[src/rtl/bch4_fixup_seq.sv]
module bch4_fixup_seq #(
  parameter int SETTLE_CYC   = 20000,
  parameter int SECTOR_BYTES = 512,
  parameter int ADDR_BIAS    = 519,
  parameter int NWORDS       = 8,
  parameter int PW           = 10
) (
  input  logic                   clk,
  input  logic                   rst_n,
  input  logic                   start,
  input  logic [NWORDS*PW-1:0]   code_in,
  input  logic [4*PW-1:0]        syndrome,
  input  logic [3:0]             eng_state,
  input  logic [1:0]             err_cnt_m1,
  input  logic [31:0]            rpt_addr_a,
  input  logic [31:0]            rpt_addr_b,
  input  logic [31:0]            rpt_val_a,
  input  logic [31:0]            rpt_val_b,
  input  logic [7:0]             buf_rdata,
  output logic                   ld_valid,
  output logic [PW-1:0]          ld_data,
  output logic                   corr_go,
  output logic                   buf_rd,
  output logic                   buf_wr,
  output logic [$clog2(SECTOR_BYTES)-1:0] buf_addr,
  output logic [7:0]             buf_wdata,
  output logic                   done,
  output logic                   fail,
  output logic [2:0]             fixed_cnt
);
  localparam int AW = $clog2(SECTOR_BYTES);
  localparam int IW = $clog2(NWORDS);
  localparam int TW = $clog2(SETTLE_CYC + 1);
  localparam int OW = PW + 1;

  typedef enum logic [3:0] {
    S_IDLE, S_LOAD, S_CHECK, S_KICK, S_SETTLE, S_POLL, S_PICK, S_RD, S_WR, S_FIN
  } st_t;

  st_t                 st;
  logic [NWORDS*PW-1:0] code_q;
  logic [IW-1:0]       idx;
  logic [TW-1:0]       tmr;
  logic [1:0]          nerr, k;
  logic [AW-1:0]       off_q;
  logic [7:0]          val_q;
  logic                fail_q;
  logic [PW-1:0]       pw [NWORDS];

  for (genvar g = 0; g < NWORDS; g++) begin : g_slice
    assign pw[g] = code_q[g*PW +: PW];
  end

  wire [31:0]   addr_sel = k[1] ? rpt_addr_b : rpt_addr_a;
  wire [31:0]   val_sel  = k[1] ? rpt_val_b  : rpt_val_a;
  wire [PW-1:0] pos      = k[0] ? addr_sel[25:16] : addr_sel[9:0];
  wire [PW-1:0] evl      = k[0] ? val_sel[25:16]  : val_sel[9:0];
  wire [OW-1:0] off_full = OW'(ADDR_BIAS) - {1'b0, pos};
  wire          hit      = off_full < OW'(SECTOR_BYTES);
  wire          syn_zero = (syndrome == '0);
  wire          unused_ok = ^{rpt_addr_a[31:26], rpt_addr_a[15:10], rpt_addr_b[31:26],
                              rpt_addr_b[15:10], rpt_val_a[31:26], rpt_val_a[15:10],
                              rpt_val_b[31:26], rpt_val_b[15:10], evl[PW-1:8]};

  assign ld_valid  = (st == S_LOAD);
  assign ld_data   = pw[idx];
  assign corr_go   = (st == S_KICK);
  assign buf_rd    = (st == S_RD);
  assign buf_wr    = (st == S_WR);
  assign buf_addr  = off_q;
  assign buf_wdata = buf_rdata ^ val_q;
  assign done      = (st == S_FIN);
  assign fail      = done & fail_q;

  always_ff @(posedge clk or negedge rst_n) begin
    if (!rst_n) begin
      st <= S_IDLE; code_q <= '0; idx <= '0; tmr <= '0; nerr <= '0; k <= '0;
      off_q <= '0; val_q <= '0; fail_q <= 1'b0; fixed_cnt <= '0;
    end else begin
      case (st)
        S_IDLE: if (start) begin
          code_q <= code_in; idx <= IW'(NWORDS - 1);
          fail_q <= 1'b0; fixed_cnt <= '0; st <= S_LOAD;
        end
        S_LOAD: begin
          idx <= idx - 1'b1;
          if (idx == '0) st <= S_CHECK;
        end
        S_CHECK: st <= syn_zero ? S_FIN : S_KICK;
        S_KICK: begin tmr <= '0; st <= S_SETTLE; end
        S_SETTLE: begin
          tmr <= tmr + 1'b1;
          if (tmr == TW'(SETTLE_CYC - 1)) st <= S_POLL;
        end
        S_POLL: case (eng_state)
          4'd0: st <= S_FIN;
          4'd1: begin fail_q <= 1'b1; st <= S_FIN; end
          4'd2, 4'd3: begin nerr <= err_cnt_m1; k <= '0; st <= S_PICK; end
          default: st <= S_POLL;
        endcase
        S_PICK: begin
          off_q <= off_full[AW-1:0];
          val_q <= evl[7:0];
          if (hit) st <= S_RD;
          else if (k == nerr) st <= S_FIN;
          else k <= k + 1'b1;
        end
        S_RD: st <= S_WR;
        S_WR: begin
          fixed_cnt <= fixed_cnt + 1'b1;
          if (k == nerr) st <= S_FIN;
          else begin k <= k + 1'b1; st <= S_PICK; end
        end
        default: st <= S_IDLE;
      endcase
    end
  end

  AST_NO_LOAD_AT_KICK: assert property (@(posedge clk) disable iff (!rst_n) corr_go |-> !ld_valid);
  AST_GO_SINGLE: assert property (@(posedge clk) disable iff (!rst_n) corr_go |=> !corr_go);
  AST_FAIL_AT_DONE: assert property (@(posedge clk) disable iff (!rst_n) fail |-> done && fixed_cnt == 3'd0);
  AST_WR_AFTER_RD: assert property (@(posedge clk) disable iff (!rst_n) buf_wr |-> $past(buf_rd));
  AST_ADDR_HELD: assert property (@(posedge clk) disable iff (!rst_n) buf_wr |-> $stable(buf_addr));
  AST_DONE_SINGLE: assert property (@(posedge clk) disable iff (!rst_n) done |=> !done);
  AST_DONE_QUIET: assert property (@(posedge clk) disable iff (!rst_n) done |-> !buf_rd && !buf_wr && !ld_valid && !corr_go);
  AST_CNT_LIMIT: assert property (@(posedge clk) disable iff (!rst_n) done |-> fixed_cnt <= 3'd4 || unused_ok !== unused_ok);
endmodule

[config.mk]
export PLATFORM = sky130hd
export DESIGN_NAME = bch4_fixup_seq
export DESIGN_NICKNAME = d
export VERILOG_FILES = /design/src/rtl/bch4_fixup_seq.sv
export SDC_FILE = /design/constraint.sdc
export NUM_CORES = 1
export LEC_CHECK = 0
export BUFFER_PORTS_ARGS = -buffer_cell sky130_fd_sc_hd__buf_2
export CORE_ASPECT_RATIO = 1.25
export CORE_MARGIN = 10
export CORE_UTILIZATION = 30
export CTS_BUF_LIST = sky130_fd_sc_hd__clkbuf_2 sky130_fd_sc_hd__clkbuf_4 sky130_fd_sc_hd__clkbuf_8
export CTS_CLUSTER_DIAMETER = 40
export DETAILED_ROUTE_END_ITERATION = 16
export PLACE_DENSITY = 0.66
export SKIP_CTS_REPAIR_TIMING = 1
export SLEW_MARGIN = 10
export SYNTH_ARGS = -nofsm -noshare
export SYNTH_HDL_FRONTEND = slang
export SYNTH_SLANG_ARGS = --single-unit
[constraint.sdc]
create_clock -name clk -period 4.2 [get_ports clk]
set_clock_uncertainty 0.2 [all_clocks]
set_input_delay 0.63 -clock clk [delete_from_list [all_inputs] [get_ports clk]]
set_output_delay 0.63 -clock clk [all_outputs]
set_load 0.02 [all_outputs]
==> results of run 1 <==
[routing by layer]
metal  share of wire [%]  global-route usage (%)  vias to the layer above
met3                 8.2                    5.29                       21
met5                   0                       0                        -
met1                  39                    15.6                     2733
li1                    -                       -                     2814
met4                 1.8                    4.97                        0
met2                  50                    25.4                      227
[worst min-delay path by stage]
stage / to / depth (start not counted) / from / slack, ns
after floorplan: buf_addr[0]$_DFFE_PN0P_ / 0 / rst_n / 0.13
after global placement: tmr[4]$_DFFE_PN0P_ / 1 / tmr[4]$_DFFE_PN0P_ / 0.25
after detailed placement: code_q[28]$_DFFE_PN0P_ / 2 / code_q[28]$_DFFE_PN0P_ / 0.26
after CTS: code_q[65]$_DFFE_PN0P_ / 3 / code_in[65] / 0.13
after global routing: code_q[66]$_DFFE_PN0P_ / 3 / code_in[66] / 0.15
final: buf_addr[8]$_DFFE_PN0P_ / 1 / rst_n / 0.11
[state kept, by name, indices dropped and copies added (netlist names)]
name       cells
code_q        80
tmr           15
buf_addr       9
val_q          8
st             4
fixed_cnt      3
idx            3
k              2
nerr           2
fail_q         1
[critical path, stage by stage, from the launching register on]
cell and delay, ns:
dfrtp_1 0.68, mux4_1 0.66, inv_1 0.12, ha_1 0.21
nor2b_1 0.24, and4b_4 0.31, nor4_2 0.07, or4_1 0.51
[cells in the mapped netlist (2+ instances only)]
cell / count
mux2i_1: 9
o211ai_1: 4
dfrtp_1: 127
nor3_1: 12
mux4_1: 10
a31oi_1: 2
nand2_1: 306
o21ai_0: 20
a21oi_1: 6
mux4_2: 28
nor2b_1: 5
buf_1: 4
xor2_1: 14
and3_1: 7
or3_1: 2
nand4_1: 6
ha_1: 5
clkbuf_1: 30
xnor2_1: 2
nor2_1: 13
mux2_2: 12
and2_1: 2
nor4_1: 12
o21ai_1: 2
nand3_1: 10
inv_1: 8
a2bb2oi_1: 2
nand2b_1: 4
[final cells by class]
class                   count  area share, %
diodes                      1         0.0294
clock buffers              20           3.16
clock inverters            12           1.32
repair buffers            252           15.2
well taps                 279           4.10
flip-flops and latches    127           37.4
inverters                   8          0.353
multi-input cells         516           38.4
[metrics by stage]
| stage | setup WS (ns) | cell area, µm² | instances | util (%) |
|---|---|---|---|---|
| floorplan | 1.39 | 6630 | 688 | - |
| finish | 1.07 | 8510 | 1215 | 39.4 |
| detailed placement | 1.08 | 8120 | 1182 | 37.6 |
| global route | 0.874 | 8510 | 1215 | 39.4 |
| CTS | 1.02 | 8510 | 1214 | 39.3 |
| global placement | 1.10 | 8120 | 1182 | 37.6 |
[cell families (layout without fill, tap and decap cells)]
logic type                 after synthesis  after routing  share of synthesized area (%)
AOI/OAI and AO/OA                       46             46                           4.32
xor gates and xnor gates                16             16                           2.11
adders and majority gates                5              5                          0.944
buffers and inverters                   45            292                           2.93
DFF                                    127            127                           47.9
muxes                                   59             59                           16.9
other                                    0              1                              0
and+or+nand+nor                        390            390                           24.9
[cells in the final DEF, fill, tap and decap left out, types with 12 or more instances in the layout]
cell,n
o21ai_0,20
clkbuf_8,19
buf_2,243
mux2_2,12
nor2_1,13
nand2_1,306
mux4_2,28
nor4_1,12
dfrtp_1,127
nor3_1,12
xor2_1,14
[power by group]
group	total [µW]	leakage, µW	internal (µW)	switching [µW]
sequential	2070	0.00160	1730	340
clock	1010	0.000181	506	506
combinational	2580	0.00265	1120	1460
total	5660	0.00443	3350	2310
==> impl_results.md, run 1 <==
* FILL cells at 2195
* Synth cell types at 52
* Detailed Route Iter0 Violations at 215
* RSZ-0062 raised after global routing: false
* RR Startpoint: k[1]$_DFFE_PN0P_
* FMAX at 320 MHz
* H-tree depth at 4
* Final setup violation count at 0
* FP Rows at 60
* Setup CP Type: flip-flop to flip-flop
* Synth Instances at 688
* Root buffer cell: clkbuf_8
* Die area at 28500 µm²
* Worst skew pair latency at 0.44 ns
* Vias per cell at around 4.8
* Area Growth Syn to Fin at 28.4%
* Die width at 153 µm
* CTS Buffer Depth at 2
* Routed via count at 5795
* R2R depth at 7
* Sequential area share after synthesis at 47.9%
* Wirelength per Cell at 17.0 µm
* Number of CTS-inserted buffers at 17
* Final hold vios at 0
* Yosys top cell area share at a little under half
* Post-Syn Area at 6630 µm²
* First-pass DRT Iterations at 7
* Setup TNS at 0 ns
* Slew HR at between 30% and 40%
* Number of I/O port buffers at 244
* Post-DP HPWL at 16.1 mm
* Critical path data required time at 4.32 ns
* Asr flop ratio synth at 100%
* Layout cells sized above 1 at 35.5%
* Pwr Density at 665 nW/µm²
* Die Y at 186 µm
* EDFF count, synth at 0
* R2r endpoint: st[2]$_DFFE_PN0P_
* Placer Congestion at around 0.83
* Register area at 3180 µm²
* Worst setup startpoint: k[1]$_DFFE_PN0P_
* Nets@finish at 1192
* Worst min-delay path category: input pin to asynchronous set/reset pin
* Crit path max fanout at 12
* CTS tree: done
* Gr usage total at between 10% and 20%
* Minimum clock period at between 3 and 4 ns
* # DRC at 0
* Vias in the first global route at 6205
* Mapped Nets at 958
* Clock slew at reported path FFs at 0.08 ns
* Fin Hold WS at 0.108 ns
* Initial Utilization at 30.7%
* Setup crit end: st[2]$_DFFE_PN0P_
* Mapped Avg Cell Area at 9.63 µm²
* TritonCTS Sinks at 127
* R2R Setup Slk at around 1.1 ns
* Overall power at approximately 5700 µW
* P_leak at between 0.004 and 0.005 µW
* Synth Warn # at 0
* Peak VDD IR at 0.477 mV
* Tcrit/Tclk final at 74.5%
* Crit path DAT at between 3 and 4 ns
* Status: finished clean
* First-pass GRT wire length at 32.6 mm
* Pin count of the biggest net entering global routing at 85
* #FFs+latches synth at between 100 and 150
* Max cap viols at 0
* Routed WL at 20.6 mm
* Top cells by area, synth: dfrtp_1 (48%), nand2_1 (17%), mux4_2 (9.5%), mux4_1 (4.0%), mux2_2 (2.0%)
* Worst setup SP type: flip-flop
* Core ar. at 21600 µm²
* Antenna violations before repair at 1
* Area leader, netlist: dfrtp_1
* Final Max Slew Viols at 0
* Worst Setup End Kind: flip-flop
* Antenna Nets Post-Route at 0
* Congestion Overflow GR at 0
* Multi-input logic area at roughly 3300 µm²
* Slew @ Worst Pin at roughly 0.98 ns
* # IOs at 301
* Primary FF master, synth: dfrtp_1
Note: power is estimated with default switching activity, not from simulation.
==> run 2: changes to the inputs <==
--- a/config.mk
+++ b/config.mk
@@ -5,6 +5,7 @@
 export SDC_FILE = /design/constraint.sdc
 export NUM_CORES = 1
 export LEC_CHECK = 0
+export ABC_AREA = 1
 export BUFFER_PORTS_ARGS = -buffer_cell sky130_fd_sc_hd__buf_2
 export CORE_ASPECT_RATIO = 1.25
 export CORE_MARGIN = 10
@@ -12,7 +13,7 @@
 export CTS_BUF_LIST = sky130_fd_sc_hd__clkbuf_2 sky130_fd_sc_hd__clkbuf_4 sky130_fd_sc_hd__clkbuf_8
 export CTS_CLUSTER_DIAMETER = 40
 export DETAILED_ROUTE_END_ITERATION = 16
-export PLACE_DENSITY = 0.66
+export PLACE_DENSITY = 0.68
 export SKIP_CTS_REPAIR_TIMING = 1
 export SLEW_MARGIN = 10
 export SYNTH_ARGS = -nofsm -noshare
==> constraint.sdc (replaced) <==
create_clock -name clk -period 2.7 [get_ports clk]
set_clock_uncertainty 0.2 [all_clocks]
set_input_delay 0.405 -clock clk [delete_from_list [all_inputs] [get_ports clk]]
set_output_delay 0.405 -clock clk [all_outputs]
set_load 0.02 [all_outputs]
==> run 2 against run 1 <==
Effect of this change:
- area after synthesis up 2.0%
- worst hold slack got worse by 0.12 ns
- final area is 13% higher
- critical endpoint is now ld_data[4]
- setup slack got worse by 1.0 ns
- the run now ends with hold timing left
- largest power group unchanged
- critical path depth down 1
- via count increased by 25%
==> impl_results.md, run 2 <==
* Area leader, netlist: dfrtp_1
* Yosys top cell area share at 47.0%
* Max FFs per register at 80
* RSZ-0062 raised after global routing: true
* FMAX at 376 MHz
* #FFs+latches synth at approximately 130
* Biggest register: code_q
* Pwr Density at 927 nW/µm²
* Worst Setup End Kind: output pin
* TritonCTS Sinks at 127
* Primary FF master, synth: dfrtp_1
* Highest routed layer: met4
* Minimum clock period at around 2.7 ns
* Gr usage total at 14.5%
* Setup TNS at 0 ns
* Post-route cell area at 9620 µm²
* Mapped Avg Cell Area at 7.37 µm²
* Area Growth Syn to Fin at 42.3%
* Crit path DAT at 2.05 ns
* Number of CTS-inserted buffers at 17
* Placer Congestion at 0.844
* # IOs at 301
* R2r endpoint: k[0]$_DFFE_PN0P_
* Root buffer cell: clkbuf_8
* Crit path max fanout at 14
* Antenna Nets Post-Route at 0
* Detailed Route Iter0 Violations at 434
* Fin Hold WS at -0.00894 ns
* Routed via count at about 7.2k
* Endpoint, Worst Hold: code_q[18]$_DFFE_PN0P_
* Peak VDD IR at 0.682 mV
* Setup CP Type: flip-flop to output pin
* EDFF count, synth at 0
* Routed WL at 23.4 mm
* R2R Setup Slk at 0.48 ns
* Sequential area share after synthesis at around 47%
* Nets@finish at 1512
* Mapped Nets at 1188
* Worst setup startpoint: idx[0]$_DFFE_PN0P_
* Number of I/O port buffers at roughly 240
* Max cap viols at 0
* Dpl ws at about 0.37 ns
* Worst setup SP type: flip-flop
* Pin count of the biggest net entering global routing at 122
* Metal-1 WL at 9.61 mm
* Synth cell types at 40
* First-pass DRT Iterations at 7
* Die width at 154 µm
* Asr flop ratio synth at between 90% and 100%
* Worst skew pair latency at 0.45 ns
* Core ar. at 22200 µm²
* Commonest cells in the netlist: nand2_1 (272), dfrtp_1 (127), o21ai_0 (118)
* R2R depth at 13
* Overall power at just under 9000 µW
* FILL cells at roughly 2.2k
* Final worst slack at 0.0430 ns
* Met2 wire length at about 12 mm
* Tcrit/Tclk final at 98.4%
* Post-Syn Area at between 6000 and 7000 µm²
* Initial Utilization at 30.4%
* Layout cells sized above 1 at 26.1%
* Vias in the first global route at between 6k and 7k
* Synth Warn # at 0
* Status: complete, but fails checks
* CTS Buffer Depth at 2
* Antenna violations before repair at 0
* H-tree depth at 4
* ANT cells at 0
* Synth Instances at between 900 and 1k
* FP Rows at 61
* Critical path data required time at around 2.1 ns
* First-pass GRT wire length at 34.6 mm
* Most instantiated library cell after synthesis: nand2_1
* # DRC at 0
* Slew HR at 58.5%
* Final setup violation count at 0
* Worst min-delay path category: input pin to flip-flop
* RR Startpoint: k[1]$_DFFE_PN0P_
* DP Area at 8310 µm²
* Die Y at 188 µm
* Leading cell type in the layout, fill and taps excluded: nand2_1
* Wirelength per Cell at 15.2 µm
* Congestion Overflow GR at 0
* Failing checks: hold timing
* Vias per cell at about 4.7
* Final hold vios at 4
* Post-DP HPWL at approximately 17 mm
* Most frequent cells in the layout: nand2_1 (272), buf_2 (234), dfrtp_1 (125)
* Slew @ Worst Pin at 0.622 ns
* Final Max Slew Viols at 0
* Min-delay src: code_in[18]
* CTS tree: done
* Met3 routed WL at 1.66 mm
* P_leak at 0.00486 µW
* Clock slew at reported path FFs at 0.08 ns
* Top cells by area, synth: dfrtp_1 (47%), nand2_1 (15%), o21ai_0 (8.7%), nor2_1 (6.0%), inv_1 (4.2%)
* WHS Path Cells at 3
* Die area at 29000 µm²
==> run 2: cell count changes after synthesis, sizes merged, moves of 34 or more <==
cell,before,now
a21oi,7,56
inv,8,76
mux4,38,0
nand2,307,273
nor2,14,111
o21ai,22,120
==> run 2: logic make-up (layout without fill, tap and decap cells) <==
logic type	Yosys count	count (layout)	synth area share, %
AOI/OAI and AO/OA	212	212	16.7
muxes	3	3	0.481
and+or+nand+nor	435	435	25.9
DFF	127	127	47.0
buffers and inverters	122	459	7.16
adders and majority gates	5	5	0.925
xor gates and xnor gates	14	14	1.81
==> run 2: worst max-delay path by stage <==
stage	slack [ns]	to	cells past startpoint
finish	0.04	ld_data[4]	6
detailed placement	0.37	ld_data[9]	8
CTS	-0.15	ld_data[9]	8
floorplan	0.62	ld_data[1]	8
global route	-0.08	ld_data[1]	8
global placement	0.35	ld_data[9]	8
==> run 2: critical path: stages, from the launching register on <==
cell	delay (ns)
dfrtp_2	0.47
clkinvlp_4	0.20
buf_4	0.22
a21oi_1	0.12
o21ai_0	0.09
a31oi_1	0.28
buf_4	0.21
==> run 2: area by class of cell <==
type,count,area [µm²],share of cell area [%]
Sequential cell,127,3180,33.1
Clock inverter,13,121,1.26
Tap cell,283,354,3.68
Multi-Input combinational cell,669,3120,32.4
Timing Repair inverter,3,20.0,0.208
Timing Repair Buffer,348,2270,23.6
Clock buffer,19,255,2.65
Inverter,76,294,3.06
==> run 2: metrics by stage <==
| stage | util (%) | std cells |
|---|---|---|
| 2_1_floorplan | - | 918 |
| 3_3_place_gp | 37.4 | 1416 |
| 3_5_place_dp | 37.4 | 1416 |
| 4_1_cts | 39.1 | 1448 |
| 5_1_grt | 43.3 | 1538 |
| 6_report | 43.3 | 1538 |
==> run 2: metal layers <==
layer	global-route usage (%)	vias to the layer above
li1	-	3626
met4	4.84	0
met5	0	-
met3	4.12	28
met1	17.6	3325
met2	24.2	254
==> run 2: report_power, final <==
part	total, µW	switching, µW	internal (µW)
Sequential	3070	391	2680
Clock	1600	890	710
Combinational	4250	2660	1580
==> run 3: changes to the inputs <==
--- a/config.mk
+++ b/config.mk
@@ -7,13 +7,15 @@
 export LEC_CHECK = 0
 export ABC_AREA = 1
 export BUFFER_PORTS_ARGS = -buffer_cell sky130_fd_sc_hd__buf_2
+export CELL_PAD_IN_SITES_DETAIL_PLACEMENT = 1
+export CELL_PAD_IN_SITES_GLOBAL_PLACEMENT = 2
 export CORE_ASPECT_RATIO = 1.25
 export CORE_MARGIN = 10
-export CORE_UTILIZATION = 30
+export CORE_UTILIZATION = 23
 export CTS_BUF_LIST = sky130_fd_sc_hd__clkbuf_2 sky130_fd_sc_hd__clkbuf_4 sky130_fd_sc_hd__clkbuf_8
 export CTS_CLUSTER_DIAMETER = 40
 export DETAILED_ROUTE_END_ITERATION = 16
-export PLACE_DENSITY = 0.68
+export PLACE_DENSITY = 0.89
 export SKIP_CTS_REPAIR_TIMING = 1
 export SLEW_MARGIN = 10
 export SYNTH_ARGS = -nofsm -noshare
==> run 3 against run 2 <==
Effect of this change:
- the flow still finishes with violations (hold timing)
- setup slack better by 0.0090 ns
- sequential share of layout area down 1.0 points
- via count grew 1.5%
- critical path depth unchanged
- final area up 3.2%
- total power grew 5.8%
- clock-buffer cell count unchanged
- worst hold slack improved by 0.0039 ns
- first-iteration DRC count shrank 35%
- global-route usage fell by 0.54 points
- critical endpoint is now ld_data[8]
==> impl_results.md, run 3 (synthesized netlist as in run 2, its figures left out) <==
* FMAX at approximately 380 MHz
* Die width at 173 µm
* Worst path bufs/invs at 3
* RR Startpoint: k[1]$_DFFE_PN0P_
* Core ar. at 29200 µm²
* Crit path max-delay family: buffers and inverters
* Critical-path top delay cell: dfrtp_2
* Max cap viols at 0
* Worst min-delay path category: input pin to flip-flop
* CTS Buffer Depth at 2
* Peak VDD IR at ~0.45 mV
* Placer Congestion at ~0.81
* RSZ-0062 raised after global routing: true
* CTS tree: done
* Final Max Slew Viols at 0
* First-pass DRT Iterations at 4
* Antenna Nets Post-Route at 0
* TritonCTS Sinks at 127
* Worst setup startpoint: idx[1]$_DFFE_PN0P_
* H-tree depth at 4
* Worst Setup End Kind: output pin
* Antenna violations before repair at 1
* Failing checks: hold timing
* CP cell instances: clkinvlp_4 -> clkbuf_16 -> a21oi_2 -> o21ai_1 -> a31oi_1 -> buf_4
* Number of CTS-inserted buffers at 17
* ANT cells at 0
* Worst setup SP type: flip-flop
* Biggest register: code_q
* Tcrit/Tclk final at 98.1%
* FP Rows at 70
* Pwr Density at 951 nW/µm²
* Min-delay src: code_in[13]
* First-pass GRT wire length at 41.0 mm
* Max FFs per register at 80
* Status: complete, but fails checks
* Most frequent cells in the layout: nand2_1 (267), buf_2 (233), dfrtp_1 (125)
* Die area at 36700 µm²
* Critical path data required time at 2.10 ns
* Max stage delay on crit path at 0.44 ns
* # DRC at 0
* Die Y at 212 µm
* Setup CP Type: flip-flop to output pin
* Root buffer cell: clkbuf_8
* Crit path max fanout at 7
* Clock slew at reported path FFs at 0.07 ns
* Fin Hold WS at -0.00503 ns
* Slew HR at 62.8%
* Slew @ Worst Pin at 0.557 ns
* Layout cells sized above 1 at 28.1%
* Congestion Overflow GR at 0
* P_leak at 0.00489 µW
* Detailed Route Iter0 Violations at 283
* Worst skew pair latency at between 0.4 and 0.5 ns
* Initial Utilization at between 20% and 30%
* Area Growth Syn to Fin at 46.8%
* Routed WL at between 20 and 30 mm
* Vias in the first global route at roughly 7.7k
* Vias per cell at approximately 4.4
* Crit path DAT at 2.04 ns
* Nets@finish at around 1.5k
* Dpl ws at 0.349 ns
* # IOs at between 300 and 400
* Pin count of the biggest net entering global routing at 58
* Post-DP HPWL at 20.3 mm
* Minimum clock period at 2.65 ns
* Wirelength per Cell at 16.3 µm
* Final hold vios at 1
* Leading cell type in the layout, fill and taps excluded: nand2_1
* Routed via count at 7338
* Final worst slack at 0.0520 ns
* Final setup violation count at 0
* Number of I/O port buffers at 244
* Gr usage total at 14.0%
[run 3: metal layers]
metal	part of all wire (%)	GRT usage [%]
met5	0	0
met4	1.5	4.68
met3	4.7	3.42
met2	53	25.8
met1	41	15.3
[run 3: where the power goes]
group	switching (µW)	total, µW	internal [µW]
clock	829	1700	868
combinational	2920	4670	1750
sequential	394	3080	2690
total	4140	9440	5300
[run 3: layout make-up]
cell class / instances / area [µm²]
tap: 396 / 495
clock buffer: 19 / 262
multi-input combinational: 669 / 3210
timing repair buffer: 350 / 2340
sequential: 127 / 3180
fill: 3655 / 19200
timing repair inverter: 1 / 7.51
inverter: 76 / 298
clock inverter: 12 / 136
[run 3: final timing paths]
check / to / slack [ns] / depth (start not counted)
worst max-delay path: ld_data[8] / 0.05 / 6
min in group asynchronous: val_q[2]$_DFFE_PN0P_ / 0.28 / 2
worst max register to register: k[0]$_DFFE_PN0P_ / 0.46 / 13
worst min register to register: fixed_cnt[2]$_DFFE_PN0P_ / 0.28 / 1
worst min-delay path: code_q[13]$_DFFE_PN0P_ / -0.005 / 3
max in group asynchronous: idx[1]$_DFFE_PN0P_ / 1.34 / 3
[run 3: metrics by stage]
| step | util (%) | cell area, µm² | cells | setup TNS (ns) | total power (µW) |
|---|---|---|---|---|---|
| CTS | 30.4 | 8880 | 1564 | -1.20 | 8950 |
| finish | 34.0 | 9930 | 1650 | 0 | 9440 |
| global placement | 29.1 | 8480 | 1533 | 0 | 7030 |
| detailed placement | 29.1 | 8480 | 1533 | 0 | 7180 |
| floorplan | - | 6760 | 918 | 0 | 5600 |
| global route | 34.0 | 9930 | 1650 | -0.295 | 10200 |
[run 3: worst min-delay path, cell delays in order]
cell and delay (ns):
buf_2 0.08, nand2_1 0.05, o21ai_0 0.07
